### src/rtl/cb_pkg.sv
package cb_pkg;
  typedef enum logic [1:0] {
    DRV_RUN       = 2'd0,
    DRV_HIGH_ONLY = 2'd1,
    DRV_NONE      = 2'd2
  } pair_mode_e;
endpackage

### src/rtl/cb_phase_gen.sv
module cb_phase_gen (
  input  logic clk,
  input  logic rst_n,
  input  logic full_rate,
  output logic phase,
  output logic comp_rise,
  output logic comp_fall
);
  logic div_q, div_d;
  logic ph_q, ph_d;
  logic tick;

  assign tick = full_rate | div_q;

  always_comb begin
    div_d = ~div_q;
    ph_d  = ph_q;
    if (tick) ph_d = ~ph_q;
  end

  always_ff @(posedge clk or negedge rst_n) begin
    if (!rst_n) begin
      div_q <= 1'b0;
      ph_q  <= 1'b0;
    end else begin
      div_q <= div_d;
      ph_q  <= ph_d;
    end
  end

  assign phase     = ph_q;
  assign comp_rise = tick & ph_q;
  assign comp_fall = tick & ~ph_q;
endmodule

### src/rtl/cb_req_filter.sv
module cb_req_filter #(
  parameter int SYNC_STAGES = 2
) (
  input  logic clk,
  input  logic rst_n,
  input  logic req_async,
  input  logic sample_en,
  output logic accepted
);
  logic [SYNC_STAGES-1:0] sync_q, sync_d;
  logic level;
  logic last_q, last_d;
  logic acc_q, acc_d;

  assign level = sync_q[SYNC_STAGES-1];

  always_comb begin
    sync_d = {sync_q[SYNC_STAGES-2:0], req_async};
    last_d = last_q;
    acc_d  = acc_q;
    if (sample_en) begin
      last_d = level;
      if (level == last_q) acc_d = level;
    end
  end

  always_ff @(posedge clk or negedge rst_n) begin
    if (!rst_n) begin
      sync_q <= '0;
      last_q <= 1'b0;
      acc_q  <= 1'b0;
    end else begin
      sync_q <= sync_d;
      last_q <= last_d;
      acc_q  <= acc_d;
    end
  end

  assign accepted = acc_q;
endmodule

### src/rtl/cb_pair_drv.sv
module cb_pair_drv
  import cb_pkg::*;
(
  input  logic phase,
  input  logic enable,
  input  logic stoppable,
  input  logic stop_park,
  input  logic pd_park,
  input  logic stop_tri,
  input  logic pd_tri,
  output logic o_true,
  output logic o_comp,
  output logic o_drv_t,
  output logic o_drv_c
);
  pair_mode_e mode;

  always_comb begin
    if (!enable)                      mode = DRV_NONE;
    else if (pd_park)                 mode = pd_tri ? DRV_NONE : DRV_HIGH_ONLY;
    else if (stop_park && stoppable)  mode = stop_tri ? DRV_NONE : DRV_HIGH_ONLY;
    else                              mode = DRV_RUN;
  end

  always_comb begin
    o_true  = 1'b0;
    o_comp  = 1'b0;
    o_drv_t = 1'b0;
    o_drv_c = 1'b0;
    case (mode)
      DRV_RUN: begin
        o_true  = phase;
        o_comp  = ~phase;
        o_drv_t = 1'b1;
        o_drv_c = 1'b1;
      end
      DRV_HIGH_ONLY: begin
        o_true  = 1'b1;
        o_drv_t = 1'b1;
      end
      default: ;
    endcase
  end
endmodule

### src/rtl/cb_fanout_ctl.sv
module cb_fanout_ctl #(
  parameter int NUM_PAIRS   = 8,
  parameter int SYNC_STAGES = 2
) (
  input  logic                 clk,
  input  logic                 rst_n,
  input  logic                 pol_sel,
  input  logic                 full_rate,
  input  logic                 stop_in,
  input  logic                 pd_in,
  input  logic [NUM_PAIRS-1:0] oe_pin,
  input  logic [NUM_PAIRS-1:0] cfg_en,
  input  logic [NUM_PAIRS-1:0] cfg_stoppable,
  input  logic                 stop_tri,
  input  logic                 pd_tri,
  output logic [NUM_PAIRS-1:0] clk_true,
  output logic [NUM_PAIRS-1:0] clk_comp,
  output logic [NUM_PAIRS-1:0] drv_true,
  output logic [NUM_PAIRS-1:0] drv_comp
);
  // Polarity capture: taken once on the first clock after reset
  logic pol_q, pol_d, lock_q, lock_d;

  always_comb begin
    pol_d  = lock_q ? pol_q : pol_sel;
    lock_d = 1'b1;
  end

  always_ff @(posedge clk or negedge rst_n) begin
    if (!rst_n) begin
      pol_q  <= 1'b0;
      lock_q <= 1'b0;
    end else begin
      pol_q  <= pol_d;
      lock_q <= lock_d;
    end
  end

  // Active-high request decode
  logic stop_req, pd_req;
  logic [NUM_PAIRS-1:0] oe_act;
  assign stop_req = ~(stop_in ^ pol_q);
  assign pd_req   = ~(pd_in ^ pol_q);
  assign oe_act   = oe_pin ^ {NUM_PAIRS{pol_q}};

  logic phase, comp_rise, comp_fall;

  cb_phase_gen u_phase (
    .clk       (clk),
    .rst_n     (rst_n),
    .full_rate (full_rate),
    .phase     (phase),
    .comp_rise (comp_rise),
    .comp_fall (comp_fall)
  );

  logic stop_acc, pd_acc;

  cb_req_filter #(.SYNC_STAGES(SYNC_STAGES)) u_stop_flt (
    .clk       (clk),
    .rst_n     (rst_n),
    .req_async (stop_req),
    .sample_en (comp_rise),
    .accepted  (stop_acc)
  );

  cb_req_filter #(.SYNC_STAGES(SYNC_STAGES)) u_pd_flt (
    .clk       (clk),
    .rst_n     (rst_n),
    .req_async (pd_req),
    .sample_en (comp_rise),
    .accepted  (pd_acc)
  );

  // Park state changes only where true rises, so entry and exit are clean
  logic stop_park_q, stop_park_d, pd_park_q, pd_park_d;

  always_comb begin
    stop_park_d = stop_park_q;
    pd_park_d   = pd_park_q;
    if (comp_fall) begin
      stop_park_d = stop_acc;
      pd_park_d   = pd_acc;
    end
  end

  always_ff @(posedge clk or negedge rst_n) begin
    if (!rst_n) begin
      stop_park_q <= 1'b0;
      pd_park_q   <= 1'b0;
    end else begin
      stop_park_q <= stop_park_d;
      pd_park_q   <= pd_park_d;
    end
  end

  for (genvar g = 0; g < NUM_PAIRS; g++) begin : g_pair
    cb_pair_drv u_drv (
      .phase     (phase),
      .enable    (oe_act[g] & cfg_en[g]),
      .stoppable (cfg_stoppable[g]),
      .stop_park (stop_park_q),
      .pd_park   (pd_park_q),
      .stop_tri  (stop_tri),
      .pd_tri    (pd_tri),
      .o_true    (clk_true[g]),
      .o_comp    (clk_comp[g]),
      .o_drv_t   (drv_true[g]),
      .o_drv_c   (drv_comp[g])
    );
  end
endmodule

### config.mk
export PLATFORM = sky130hd
export DESIGN_NAME = cb_fanout_ctl
export DESIGN_NICKNAME = d
export VERILOG_FILES = /design/src/rtl/cb_pkg.sv /design/src/rtl/cb_phase_gen.sv /design/src/rtl/cb_req_filter.sv /design/src/rtl/cb_pair_drv.sv /design/src/rtl/cb_fanout_ctl.sv
export SDC_FILE = /design/constraint.sdc
export NUM_CORES = 1
export LEC_CHECK = 0
export BUFFER_PORTS_ARGS = -buffer_cell sky130_fd_sc_hd__buf_2
export CORE_MARGIN = 10
export CORE_UTILIZATION = 46
export CTS_CLUSTER_DIAMETER = 50
export DETAILED_ROUTE_END_ITERATION = 6
export PLACE_DENSITY_LB_ADDON = 0.15
export SYNTH_ARGS = -nofsm -noshare
export SYNTH_HDL_FRONTEND = slang
export SYNTH_SLANG_ARGS = --single-unit
### constraint.sdc
create_clock -name clk -period 1.9 [get_ports clk]
set_input_delay 0.285 -clock clk [delete_from_list [all_inputs] [get_ports clk]]
set_output_delay 0.285 -clock clk [all_outputs]
set_load 0.005 [all_outputs]
==> flow_metrics.py, run 1 <==
metrics = {
    "detailed_routing": {
        "wl_um": 4072,
        "postRouteAntennaNets": 0,
        "remaining_drc_errors": 0,
        "drt-initial-drc-count": 33,
        "wire_per_inst_um": 18.18,
        "viasPerCell": 5.531,
        "via_count": 1239,
        "drt_first_pass_iters": 4,
    },
    "hold_path": {
        "holdCritPathClass": "input port to flip-flop",
        "min_path_cells": 2,
        "hold-path-endpoint": "u_stop_flt.sync_q[0]",
        "min_from": "stop_in",
    },
    "finish": {
        "final_cells": 224,
        "fillCellCount": 219,
        "syn_to_final_growth_pct": 43.80,
        "final_cell_mix": "63 x buf_2, 15 x buf_4, 12 x a211oi_1",
        "final_area_sq_um": 1857,
        "ff_latch_area_sq_um": 356.6,
        "multi_input_area_sq_um": 920.9,
        "nNetsFinal": 227,
        "drive_above_1_share": 0.6788,
        "mostFrequentLayoutCell": "buf_2",
        "num_antenna_cells": 0,
        "post-route-util": 0.6851,
    },
    "grt": {
        "antenna_found_initial": 0,
        "grt_overflow_total": 0,
        "grt_usage": 0.1288,
        "grt_pass1_vias": 1198,
        "grt_pass1_wl_um": 5644,
        "grt_max_degree": 18,
    },
    "placement": {
        "gp_congestion": 0.8261,
        "hpwl_um": 2748,
        "port_buffers": 63,
        "placed_cells": 208,
        "placed_area_sq_um": 1404,
    },
    "critical_path": {
        "end_kind": "output pin",
        "cp_data_required_time_ns": 1.62,
        "path_class": "flip-flop to output pin",
        "startpoint_type": "flip-flop",
        "crit_fanout": 6,
        "reg2reg_from": "u_phase.phase",
        "ff2ff_path_depth": 3,
        "r2r_end": "stop_park_q",
        "cp.arrival_ns": 1.64,
        "r2r_slack_ns": 0.57,
        "cp-startpoint": "pd_park_q",
    },
    "logic_synthesis": {
        "yosys_warnings": 0,
        "synth_cells": 147,
        "ys_ff_latch": 14,
        "synth-seq-area-share": 0.2713,
        "syn_nets": 179,
        "avgSynthCellArea_sq_um": 8.784,
        "synth.distinct_cells": 31,
        "netlist_area_sq_um": 1291,
    },
    "timing": {
        "hold_viol": 0,
        "finalSetupTns_ns": -0.03139,
        "setup-violations-final": 3,
        "final.min_clock_period_ns": 1.925,
        "fmax_ghz": 0.5196,
        "fin_skew_ns": 0.006013,
        "slew_viol_final": 0,
        "layout_setup_ws_ns": -0.02469,
        "rsz0062_at_grt": "true",
        "fin_crit_sh": 1.013,
    },
    "status": {
        "violations": "negative setup slack",
        "outcome": "finished with violations",
    },
    "cts": {
        "cts.htree.levels": 1,
        "root_buffer": "clkbuf_4",
        "clock-sinks": 14,
        "clock_path_buffers": 2,
        "insertion_delay_ns": 0.27,
        "cts_tree": "yes",
        "path_clk_slew_ns": 0.08,
        "numCtsBuffers": 3,
    },
    "floorplan": {
        "die_width_um": 72.98,
        "initial_core_util": 0.4765,
        "std_cell_rows": 19,
        "ioPinCount": 64,
        "core_sq_um": 2710,
        "fp.dieArea_sq_um": 5326,
        "dieHeight_um": 72.98,
    },
    "flow_run": {
        "max_cap_viol_count": 0,
    },
    "power_and_ir_drop": {
        "power.leakage_nw": 0.8006,
        "p_per_area_nw_per_um2": 940.3,
        "ir_worst_vdd_uv": 727.2,
    },
}
[routing by layer]
metal | part of all wire | up-vias | global-route usage
met5 | 0 | - | 0
met4 | 0.018 | 0 | 0.03165
met3 | 0.083 | 6 | 0.06259
met2 | 0.50 | 54 | 0.2044
met1 | 0.40 | 589 | 0.1512
li1 | - | 590 | -
[stage by stage]
step,hold slack [ns],setup WS [ns],total power (W)
after floorplan,-0.01059,0.1290,0.001029
after global placement,0.1881,0.1207,0.001131
after detailed placement,0.1903,0.07843,0.001155
after CTS,0.1788,-0.0001684,0.001464
after global routing,0.1696,-0.1088,0.001865
final,0.1875,-0.02469,0.001746
[cells in the mapped netlist]
| cell type | count | share of area |
|---|---|---|
| nand3_1 | 1 | 0.0039 |
| o21a_1 | 1 | 0.0058 |
| and2_4 | 1 | 0.0068 |
| a221oi_1 | 1 | 0.0068 |
| mux2_2 | 3 | 0.026 |
| a21o_1 | 1 | 0.0058 |
| o21ai_0 | 7 | 0.027 |
| buf_1 | 1 | 0.0029 |
| inv_1 | 4 | 0.012 |
| nand2_1 | 10 | 0.029 |
| buf_6 | 3 | 0.026 |
| nor2b_4 | 1 | 0.011 |
| and2_1 | 1 | 0.0048 |
| nor3b_1 | 1 | 0.0058 |
| buf_4 | 35 | 0.20 |
| xnor2_1 | 2 | 0.014 |
| a2111oi_0 | 11 | 0.075 |
| dfrtp_1 | 14 | 0.27 |
| conb_1 | 1 | 0.0029 |
| a2111oi_2 | 2 | 0.023 |
| a21oi_1 | 3 | 0.012 |
| a211oi_1 | 19 | 0.11 |
| nor4b_1 | 1 | 0.0068 |
| a31oi_1 | 1 | 0.0048 |
| xor2_1 | 8 | 0.054 |
| nor3_1 | 2 | 0.0078 |
| buf_2 | 1 | 0.0039 |
| and2b_1 | 1 | 0.0058 |
| nor2_1 | 6 | 0.017 |
| nand3b_1 | 1 | 0.0058 |
| clkbuf_1 | 3 | 0.0087 |
[worst max-delay path by stage]
stage | slack, ns | end | depth (start not counted)
floorplan | 0.13 | clk_true[2] | 7
global placement | 0.12 | clk_true[5] | 4
detailed placement | 0.08 | clk_true[5] | 4
CTS | -0.0002 | clk_true[2] | 4
global route | -0.11 | drv_comp[2] | 6
finish | -0.02 | clk_true[7] | 4
[state kept, by name, summed over array words and instances, names as in the netlist]
register and cells:
u_pd_flt.sync_q 2, u_pd_flt.last_q 1, lock_q 1, u_stop_flt.accepted 1, u_stop_flt.sync_q 2, u_pd_flt.accepted 1, u_phase.div_q 1, stop_park_q 1
u_phase.phase 1, u_stop_flt.last_q 1, pol_q 1, pd_park_q 1
[power breakdown]
part	internal (W)	switching, W	total (W)
Combinational	0.000501	0.000642	0.00114
Clock	0.0000733	0.0000815	0.000155
Sequential	0.000374	0.0000738	0.000447
Total	0.000948	0.000798	0.00175
[critical path, cell delays in order, from the launching register on]
cell	delay [ns]
dfrtp_2	0.48
and2_4	0.21
buf_6	0.15
a2111oi_4	0.34
buf_2	0.19
[cells by family (layout without fill, tap and decap cells)]
logic type / after synthesis / in the layout / share of synthesized area
other cells: 1 / 1 / 0.002904
compound gates: 46 / 46 / 0.2704
xor+xnor: 10 / 10 / 0.06783
flops: 14 / 14 / 0.2713
simple gates: 26 / 28 / 0.1047
buf+inv: 47 / 91 / 0.2568
mux: 3 / 3 / 0.02616
[layout make-up]
class	count	area share
timing repair buffer	84	0.2709
clock buffer	3	0.01213
multi-input combinational	88	0.4960
tap	31	0.02089
sequential	14	0.1920
inverter	4	0.008086
[timing repair]
item,CTS,global route
gates cloned,0,2
setup buffers,5,5
hold buffers,1,0
hold endpoints to repair,14,0
pin swaps,17,13
endpoints found under the setup margin,16,25
gates resized for setup,31,31
Power figures use the tool's default switching activity.
==> inputs of run 2 (changes only) <==
CORE_MARGIN = 4   (was 10)
==> flow_metrics.py, run 2 (synthesis gave the netlist of run 1 again) <==
metrics = {
    "finish": {
        "final_cells": 220,
        "fillCellCount": 185,
        "mostFrequentLayoutCell": "buf_2",
        "post-route-util": 0.7451,
        "drive_above_1_share": 0.7053,
        "num_antenna_cells": 0,
        "final_cell_mix": "63 x buf_2, 12 x a211oi_2, 12 x dfrtp_1",
        "nNetsFinal": 223,
        "syn_to_final_growth_pct": 48.16,
        "top_regs": "u_pd_flt.sync_q: 2 flops, u_stop_flt.sync_q: 2 flops",
    },
    "detailed_routing": {
        "m1WireLength_um": 1636,
        "drt-initial-drc-count": 51,
        "met2WireLength_um": 2137,
        "remaining_drc_errors": 0,
        "viasPerCell": 5.682,
        "wl_um": 4080,
        "routed-wl-met3_um": 275,
        "via_count": 1250,
        "top_layer": "met4",
        "drt_first_pass_iters": 4,
        "postRouteAntennaNets": 0,
        "wire_per_inst_um": 18.55,
    },
    "placement": {
        "gp_congestion": 0.7638,
        "hpwl_um": 2463,
        "port_buffers": 63,
        "placed_cells": 204,
    },
    "floorplan": {
        "core_sq_um": 2567,
        "std_cell_rows": 18,
        "initial_core_util": 0.5029,
        "dieHeight_um": 60.98,
        "fp.dieArea_sq_um": 3719,
        "ioPinCount": 64,
        "die_width_um": 60.98,
    },
    "critical_path": {
        "cp-startpoint": "pd_park_q",
        "path_class": "flip-flop to output pin",
        "cp_data_required_time_ns": 1.62,
        "crit_fanout": 7,
        "end_kind": "output pin",
        "cp.arrival_ns": 1.66,
        "reg2reg_from": "u_phase.phase",
        "r2r_slack_ns": 0.51,
        "crit_end": "clk_true[2]",
        "ff2ff_path_depth": 3,
        "r2r_end": "u_stop_flt.accepted",
        "startpoint_type": "flip-flop",
    },
    "grt": {
        "grt_overflow_total": 0,
        "grt_pass1_vias": 1179,
        "grt_usage": 0.1856,
        "grt_max_degree": 21,
        "grt_pass1_wl_um": 5202,
        "antenna_found_initial": 0,
    },
    "cts": {
        "cts.htree.levels": 1,
        "clock-sinks": 14,
        "insertion_delay_ns": 0.28,
        "path_clk_slew_ns": 0.09,
        "clock_path_buffers": 2,
        "cts_tree": "yes",
        "numCtsBuffers": 3,
        "root_buffer": "clkbuf_4",
    },
    "timing": {
        "setup-violations-final": 9,
        "rsz0062_at_grt": "true",
        "slew_viol_final": 0,
        "hold_viol": 0,
        "fmax_ghz": 0.5152,
        "fin_skew_ns": 0.002275,
        "fin_crit_sh": 1.022,
        "final.min_clock_period_ns": 1.941,
        "layout_setup_ws_ns": -0.04090,
    },
    "hold_path": {
        "holdCritPathClass": "input port to flip-flop",
    },
    "flow_run": {
        "max_cap_viol_count": 0,
    },
    "status": {
        "outcome": "finished with violations",
        "violations": "negative setup slack",
    },
    "power_and_ir_drop": {
        "power.leakage_nw": 0.8039,
        "ir_worst_vdd_uv": 679.5,
        "p_per_area_nw_per_um2": 979.5,
    },
}
## run 2: changes by cell type in the layout (fill, tap and decap cells not counted), moves of 2 or more
cell / delta
a2111oi_4: +2
buf_4: -5
a211oi_2: +6
a211oi_1: -5
a2111oi_2: -2
## run 2: area by class of cell
cell class / count / area (sq um) / area share
repair buffers: 80 / 490.5 / 0.2564
flip-flops and latches: 14 / 355.3 / 0.1857
well taps: 30 / 37.54 / 0.01962
clock buffers: 4 / 36.28 / 0.01897
inverters: 4 / 15.01 / 0.007848
multi-input cells: 88 / 978.4 / 0.5114
## run 2: power breakdown
part           internal [W]  switching (W)  total (W)
logic              0.000520       0.000658    0.00118
registers          0.000373       0.000105   0.000478
clock network      0.000117       0.000101   0.000218
## run 2: per-stage QoR
stage                     hold WS [ns]  area [sq um]  power (W)  worst slack [ns]  setup TNS, ns
after floorplan               -0.01059          1291   0.001029            0.1290              0
after global placement          0.1884          1380   0.001101            0.1589              0
after detailed placement        0.1945          1380   0.001120           0.08153              0
after CTS                       0.1722          1579   0.001492          -0.02982        -0.1236
after global routing            0.1452          1913   0.001986           -0.1413         -1.794
final                           0.1667          1913   0.001874          -0.04090        -0.2086
## run 2: how the worst min path moves through the flow
stage | from | endpoint | slack [ns] | depth (start not counted)
detailed placement | rst_n | u_pd_flt.sync_q[0] | 0.19 | 1
global placement | rst_n | lock_q | 0.19 | 1
global route | pd_in | u_pd_flt.sync_q[0] | 0.15 | 2
finish | pd_in | u_pd_flt.sync_q[0] | 0.17 | 2
CTS | pd_in | u_pd_flt.sync_q[0] | 0.17 | 2
floorplan | rst_n | lock_q | -0.01 | 0
## run 2: worst max-delay path, cell delays in order (launching register included)
cell and delay, ns:
dfrtp_2 0.50, and2_4 0.23, buf_4 0.15, clkbuf_16 0.15, a2111oi_4 0.19, buf_2 0.17
## run 2: repair_timing
| action | in CTS | in global routing |
|---|---|---|
| setup endpoints to repair | 15 | 26 |
| hold buffers | 1 | 0 |
| cloned | 0 | 3 |
| hold endpoints to repair | 14 | 0 |
| gates resized for setup | 30 | 42 |
| pin swaps | 10 | 16 |
| buffers inserted | 2 | 6 |
## run 2: per-layer routing
metal	global-route usage	vias to the layer above
met4	0.02786	0
met2	0.3237	60
met1	0.2360	595
met5	0	-
li1	-	590
met3	0.04681	5
